<file path="src/rtl/spi_sck_div_pkg.sv">
// Package: shared sizing for the SPI clock divider.
// Assumes the exponent field picks a tap in a binary counter whose width
// is 2^EXP_W - 1, so every tap from 2^0 up to 2^(2^EXP_W - 1) exists.
package spi_sck_div_pkg;

    localparam int DEF_PRE_W = 3;
    localparam int DEF_EXP_W = 3;

    // Number of binary counter bits needed for a given exponent field width.
    function automatic int pow_stage_width(input int exp_w);
        return (1 << exp_w) - 1;
    endfunction

endpackage

</file>
<file path="src/rtl/sck_lin_stage.sv">
// Linear prescaler: counts enabled cycles 0..limit and emits a carry in the
// cycle that reaches the limit, so one carry comes every limit+1 cycles.
// Assumes limit is held while run is high; a limit below the current count
// still produces a carry at once instead of wrapping.
module sck_lin_stage #(
    parameter int PRE_W = 3
) (
    input  logic             clk,
    input  logic             rst_n,
    input  logic             run,
    input  logic [PRE_W-1:0] limit,
    output logic             carry
);

    logic [PRE_W-1:0] cnt_q;

    // Carry when the count has reached the programmed limit.
    assign carry = run && (cnt_q >= limit);

    // Advance the count, reload to zero after a carry, and idle when stopped.
    always_ff @(posedge clk) begin
        if (!rst_n || !run) begin
            cnt_q <= '0;
        end else if (carry) begin
            cnt_q <= '0;
        end else begin
            cnt_q <= cnt_q + 1'b1;
        end
    end

endmodule

</file>
<file path="src/rtl/sck_pow_stage.sv">
// Power-of-two stage: counts prescaler carries in a binary counter. It
// reports a tap whenever a carry arrives while the low 'sel' bits are all
// ones, that is, once every 2^sel carries.
// Assumes sel is held while run is high.
module sck_pow_stage #(
    parameter int EXP_W = 3,
    parameter int BIN_W = 7
) (
    input  logic             clk,
    input  logic             rst_n,
    input  logic             run,
    input  logic             step,
    input  logic [EXP_W-1:0] sel,
    output logic             tap
);

    logic [BIN_W-1:0] cnt_q;
    logic [BIN_W-1:0] bit_ok;

    // Each counter bit either lies above the selected tap or must be set.
    for (genvar i = 0; i < BIN_W; i++) begin : g_tap
        assign bit_ok[i] = (sel <= EXP_W'(i)) || cnt_q[i];
    end

    // A tap needs an incoming carry with all selected low bits at one.
    assign tap = step && (&bit_ok);

    // Count carries; clear whenever the divider is stopped.
    always_ff @(posedge clk) begin
        if (!rst_n || !run) begin
            cnt_q <= '0;
        end else if (step) begin
            cnt_q <= cnt_q + 1'b1;
        end
    end

endmodule

</file>
<file path="src/rtl/sck_edge_gen.sv">
// Edge generator: keeps the divided clock level and labels each toggle as
// a leading (low to high) or trailing (high to low) edge.
// Assumes tick is a one-cycle pulse that is only high while run is high.
module sck_edge_gen (
    input  logic clk,
    input  logic rst_n,
    input  logic run,
    input  logic tick,
    output logic lvl,
    output logic lead,
    output logic trail
);

    logic lvl_q;

    // Invert the level on each tick; force it low when idle.
    always_ff @(posedge clk) begin
        if (!rst_n || !run) begin
            lvl_q <= 1'b0;
        end else if (tick) begin
            lvl_q <= ~lvl_q;
        end
    end

    // Classify the current tick by the level it is about to leave.
    always_comb begin
        lvl   = lvl_q;
        lead  = tick && !lvl_q;
        trail = tick && lvl_q;
    end

endmodule

</file>
<file path="src/rtl/spi_sck_div.sv">
// SPI serial clock divider. A linear prescaler of (presel+1) feeds a binary
// stage that taps at 2^expo, so a half period of the serial clock lasts
// (presel+1)*2^expo bus cycles and a full period lasts twice that.
// Assumes presel and expo are held for the whole time xfer_en is high.
module spi_sck_div
    import spi_sck_div_pkg::*;
#(
    parameter int PRE_W = DEF_PRE_W,
    parameter int EXP_W = DEF_EXP_W
) (
    input  logic             clk,
    input  logic             rst_n,
    input  logic             xfer_en,
    input  logic [PRE_W-1:0] presel,
    input  logic [EXP_W-1:0] expo,
    output logic             sck_tick,
    output logic             sck_lvl,
    output logic             lead_stb,
    output logic             trail_stb
);

    localparam int BIN_W = pow_stage_width(EXP_W);

    logic lin_carry;

    sck_lin_stage #(.PRE_W(PRE_W)) u_lin (
        .clk   (clk),
        .rst_n (rst_n),
        .run   (xfer_en),
        .limit (presel),
        .carry (lin_carry)
    );

    sck_pow_stage #(.EXP_W(EXP_W), .BIN_W(BIN_W)) u_pow (
        .clk   (clk),
        .rst_n (rst_n),
        .run   (xfer_en),
        .step  (lin_carry),
        .sel   (expo),
        .tap   (sck_tick)
    );

    sck_edge_gen u_edge (
        .clk   (clk),
        .rst_n (rst_n),
        .run   (xfer_en),
        .tick  (sck_tick),
        .lvl   (sck_lvl),
        .lead  (lead_stb),
        .trail (trail_stb)
    );

endmodule

</file>
<file path="config.mk">
export PLATFORM = sky130hd
export DESIGN_NAME = spi_sck_div
export DESIGN_NICKNAME = d
export VERILOG_FILES = /design/src/rtl/spi_sck_div_pkg.sv /design/src/rtl/sck_lin_stage.sv /design/src/rtl/sck_pow_stage.sv /design/src/rtl/sck_edge_gen.sv /design/src/rtl/spi_sck_div.sv
export SDC_FILE = /design/constraint.sdc
export NUM_CORES = 1
export LEC_CHECK = 0
export ABC_AREA = 1
export BUFFER_PORTS_ARGS = -buffer_cell sky130_fd_sc_hd__clkbuf_2
export CAP_MARGIN = 30
export CORE_MARGIN = 2
export CORE_UTILIZATION = 47
export CTS_BUF_LIST = sky130_fd_sc_hd__clkbuf_8
export DETAILED_ROUTE_END_ITERATION = 7
export HOLD_SLACK_MARGIN = 0.03
export PLACE_DENSITY = 0.69
export SLEW_MARGIN = 10
export SYNTH_ARGS = -nofsm -noshare
export SYNTH_HDL_FRONTEND = slang
export SYNTH_SLANG_ARGS = --single-unit
</file>
<file path="constraint.sdc">
create_clock -name clk -period 2 [get_ports clk]
set_input_delay 0.2 -clock clk [delete_from_list [all_inputs] [get_ports clk]]
set_output_delay 0.2 -clock clk [all_outputs]
set_load 0.005 [all_outputs]
</file>
**Yosys cells after proc, flatten, opt, wreduce, memory -nomap -nowiden**

Cells that the tools add are included.

- Add/subtract/negate cells: 2
- Magnitude comparators: 8
- Bitwise gates (word level): 1
- Reductions and logical operators: 17

Operator list:

| operator | count |
|---|---|
| $le A3 B3 Y1 const B | 3 |
| $logic_or A1 B1 Y1 | 8 |
| $add A7 B1 Y7 const B | 1 |
| $reduce_and A7 Y1 | 1 |
| $le A3 B1 Y1 const B | 2 |
| $le A3 B2 Y1 const B | 2 |
| $logic_and A1 B1 Y1 | 4 |
| $add A3 B1 Y3 const B | 1 |
| $ge A3 B3 Y1 | 1 |
| $logic_not A1 Y1 | 3 |
| $reduce_or A2 Y1 | 1 |
| $not A1 Y1 | 1 |

- Register bits after elaboration: 11
- Input port bits: 9
- Output and inout bits: 4

**Longest topological paths before layout**

- Word-level depth: 5
- Mapped depth: 11
- Depth with buffers taken out: 11

**Modules after synthesis**

A second synthesis with hierarchy kept.

- Cells, all modules: 93
- Area total of the unflattened synthesis: 650.6 um^2

Modules (own cells, without submodules):

| module | times used | cells each | area each (um^2) | seq. area each (um^2) |
|---|---|---|---|---|
| sck_pow_stage | 1 | 58 | 396.6 | 140.1 |
| sck_lin_stage | 1 | 25 | 197.7 | 60.1 |
| sck_edge_gen | 1 | 10 | 56.3 | 20.0 |

**Least setup slack after synthesis**

Ideal clock, no wire load.

- Kind: register -> output
- Start point: register u_lin.cnt_q[2]
- End point: output port trail_stb
- Arrival: 1.161 ns
- Slack: 0.639 ns
- Stages on the path, launching flop included: 8
- Cells stage by stage: dfxtp_1 -> ha_1 -> a21oi_2 -> nand3_2 -> nand2_4 -> inv_6 -> nand4_1 -> inv_1

- Cells in the longest elaborated chain, start to end: 4

Ends and longest elaborated chain:

| what | line | RTL |
|---|---|---|
| start, declared | sck_lin_stage.sv:15 | `logic [PRE_W-1:0] cnt_q;` |
| start signal, assigned | sck_lin_stage.sv:27 | `cnt_q <= cnt_q + 1'b1;` |
| $ge A3 B3 Y1 | sck_lin_stage.sv:18 | `assign carry = run && (cnt_q >= limit);` |
| $logic_and A1 B1 Y1 | sck_lin_stage.sv:18 |  |
| $logic_and A1 B1 Y1 | sck_pow_stage.sv:26 | `assign tap = step && (&bit_ok);` |
| $logic_and A1 B1 Y1 | sck_edge_gen.sv:29 | `trail = tick && lvl_q;` |
| end, declared | spi_sck_div.sv:19 | `output logic trail_stb` |

Every way passes these cells.

**Final worst setup path**

Ends and elaborated chain as after synthesis.

==> metrics.cfg <==
[worst_setup_path]
crit_path_start_kind = flop
ff2ff_setup_slack_ns = 0.55
worstSetupEndpointType = output port
slowest_delay_ns = 0.33
path_depth = 8
critPathSlowestCell = dfxtp_1
critical_path_class = reg -> out
crit_chain = ha_1, a21oi_2, nand3_2, nand2_4, inv_6, nand4_1, inv_1, clkbuf_2
cp.required_ns = 1.80
crit-reg2reg-capture = u_pow.cnt_q[2]
cp_top_family = simple AND/OR/NAND/NOR gates
crit_path_end = trail_stb
r2r_start = u_lin.cnt_q[2]
critPathLaunch = u_lin.cnt_q[2]
path_buf_inv = 3
rr_worst_depth = 8
crit_arrival_ns = 1.61
cp_max_fo = 8

[final_layout]
multiInputGateArea_um2 = 389.1
drive_above_1_share = 0.2389
ff_latch_area_um2 = 220.2
nets = 128
fin_cells = 128
fill_cells = 132
utilization = 0.6098
final_area_um2 = 813.3
area_delta_synth_final_pct = 17.97
diodes = 0

[timing]
worstMarginPinSlew_ns = 0.2535
hold_ws_ns = 0.2257
timing.final.crit_share = 0.9041
fin_tns_setup_ns = 0
layout_setup_ws_ns = 0.1919
setup_violations = 0
max_freq_mhz = 553.1
slew_headroom = 0.8297
fin_crit_ns = 1.808
drv_slew = 0
hold_viol = 0
skew_ns = 0.001178
rsz0062_at_grt = no

[global_route]
grt_pass1_vias = 545
grtUsageMet1 = 0.1995
grt_overflow = 0
grt_util_all_layers = 0.1676
grt_first_pass_wirelength_um = 2194
met2_usage = 0.2462
grt_use_met3 = 0.07759
grt_max_degree = 9
antenna_found_initial = 0
grt.busiest_layer = met2

[placement]
hpwl_um = 1006
gp_congestion = 0.7708
post-place-ws_ns = 0.4616
dp_cells = 124
post_dp_cell_area_um2 = 768.2
port-buffer-count = 12

[power]
finalPower_uw = 508.9
power_switching_uw = 126.5
ir_worst_vdd_v = 0.0004504
p_per_area_nw_per_um2 = 625.8
p_clk_frac = 0.428
power.share.sequential = 0.451
pwr-share-comb = 0.121
p_int_uw = 382.5
p_sw_frac = 0.2485
leakage_nw = 0.4029

[synth]
syn-instance-count = 97
synth_edf_count = 0
ys.flop_type = dfxtp_1
synth_cell_type_count = 20
yosysTopAreaCell = dfxtp_1
async_flop_share = 0
seq_area_frac_synth = 0.3194
synth-seq-cells = 11
syn_nets = 111
synth_warnings = 0
synth_top_area_frac = 0.3194
synth_commonest_cells = nand2_1, inv_1, dfxtp_1
synth_area_leaders = dfxtp_1, nand2_1, inv_1, ha_1, nand3_1
netlist_area_um2 = 689.4
synth.most_common_cell = nand2_1
avgSynthCellArea_um2 = 7.107

[routing]
drt_iter0_markers = 13
wl_per_cell_um = 9.969
dr.pass1.iters = 4
post-route-drc-count = 0
num_vias = 650
viasPerCell = 5.078
drtAntennaViolNets = 0
wl_um = 1276

[clocking]
hold_buffers = 0
ctsResizeCount = 0
clkLatencyLatePin_ns = 0.24
cts_tree = built
cts_root_buffer = clkbuf_8
cts_setup_buffers = 0
cts_buffers = 3
path_clk_slew_ns = 0.05
cts.sinks = 11
clock_path_buffers = 2
h-tree-depth = 1

[min_path]
hold_path.class = in -> reg

[floorplanning]
rows = 13
die_h_um = 42.30
initial_core_util = 0.5169
die_width_um = 42.30
pin_count = 13
core_area_um2 = 1334
die_area_um2 = 1789

[job]
drv_cap = 0

[run_status]
status = finished, final reports clean

how the worst min path moves through the flow:
stage / startpoint / to / slack, ns / cells past startpoint
2_1_floorplan: xfer_en / u_pow.cnt_q[4] / 0.36 / 2
3_3_place_gp: u_lin.cnt_q[0] / u_lin.cnt_q[0] / 0.43 / 1
3_5_place_dp: u_lin.cnt_q[0] / u_lin.cnt_q[0] / 0.43 / 1
4_1_cts: rst_n / u_pow.cnt_q[4] / 0.22 / 3
5_1_grt: rst_n / u_pow.cnt_q[4] / 0.24 / 3
6_report: rst_n / u_pow.cnt_q[4] / 0.23 / 3
layer usage:
metal,up-vias,part of all wire
met5,-,0
met4,0,0.021
met3,5,0.052
met2,12,0.44
met1,291,0.48
li1,342,-
cell families after synthesis:
family,share of synthesized area
simple gates,0.3775
buf+inv,0.1161
flops,0.3194
compound gates,0.08348
fa+ha+maj,0.09074
xor+xnor,0.01271
flip-flops by register name, indices dropped and copies added (netlist names):
| signal | cells |
|---|---|
| u_lin.cnt_q | 3 |
| u_edge.lvl | 1 |
| u_pow.cnt_q | 7 |
final cells by class:
| class | count | share of cell area |
|---|---|---|
| clock buffer | 3 | 0.05077 |
| clock inverter | 1 | 0.004615 |
| inverter | 20 | 0.09846 |
| multi-input combinational | 66 | 0.4785 |
| sequential | 11 | 0.2708 |
| tap | 15 | 0.02308 |
| timing repair buffer | 12 | 0.07385 |
power by group through the flow:
stage | sequential [mW] | clock [mW] | combinational [mW]
floorplan | 0.232 | 0 | 0.0442
global placement | 0.233 | 0 | 0.0592
detailed placement | 0.234 | 0 | 0.0616
CTS | 0.229 | 0.226 | 0.0622
global route | 0.230 | 0.238 | 0.0708
finish | 0.229 | 0.218 | 0.0617
placed cells by master, fill, tap and decap left out, drive strengths merged:
cell and count:
dfxtp 11, nand3 11, clkbuf 15, a21oi 5, nor3 4, nand2 23, xnor2 1, ha 5
o21ai 5, inv 21, nand4 1, nor3b 1, nor2 10
worst register-to-register path, cell delays in order, from the launching register on:
cell and delay (ns):
dfxtp_1 0.33, ha_1 0.32, a21oi_2 0.16, nand3_2 0.13, nand2_4 0.14, inv_6 0.06, nand3_1 0.06, nand2_1 0.05
a21oi_1 0.12
Note: power is estimated with default switching activity, not from simulation.
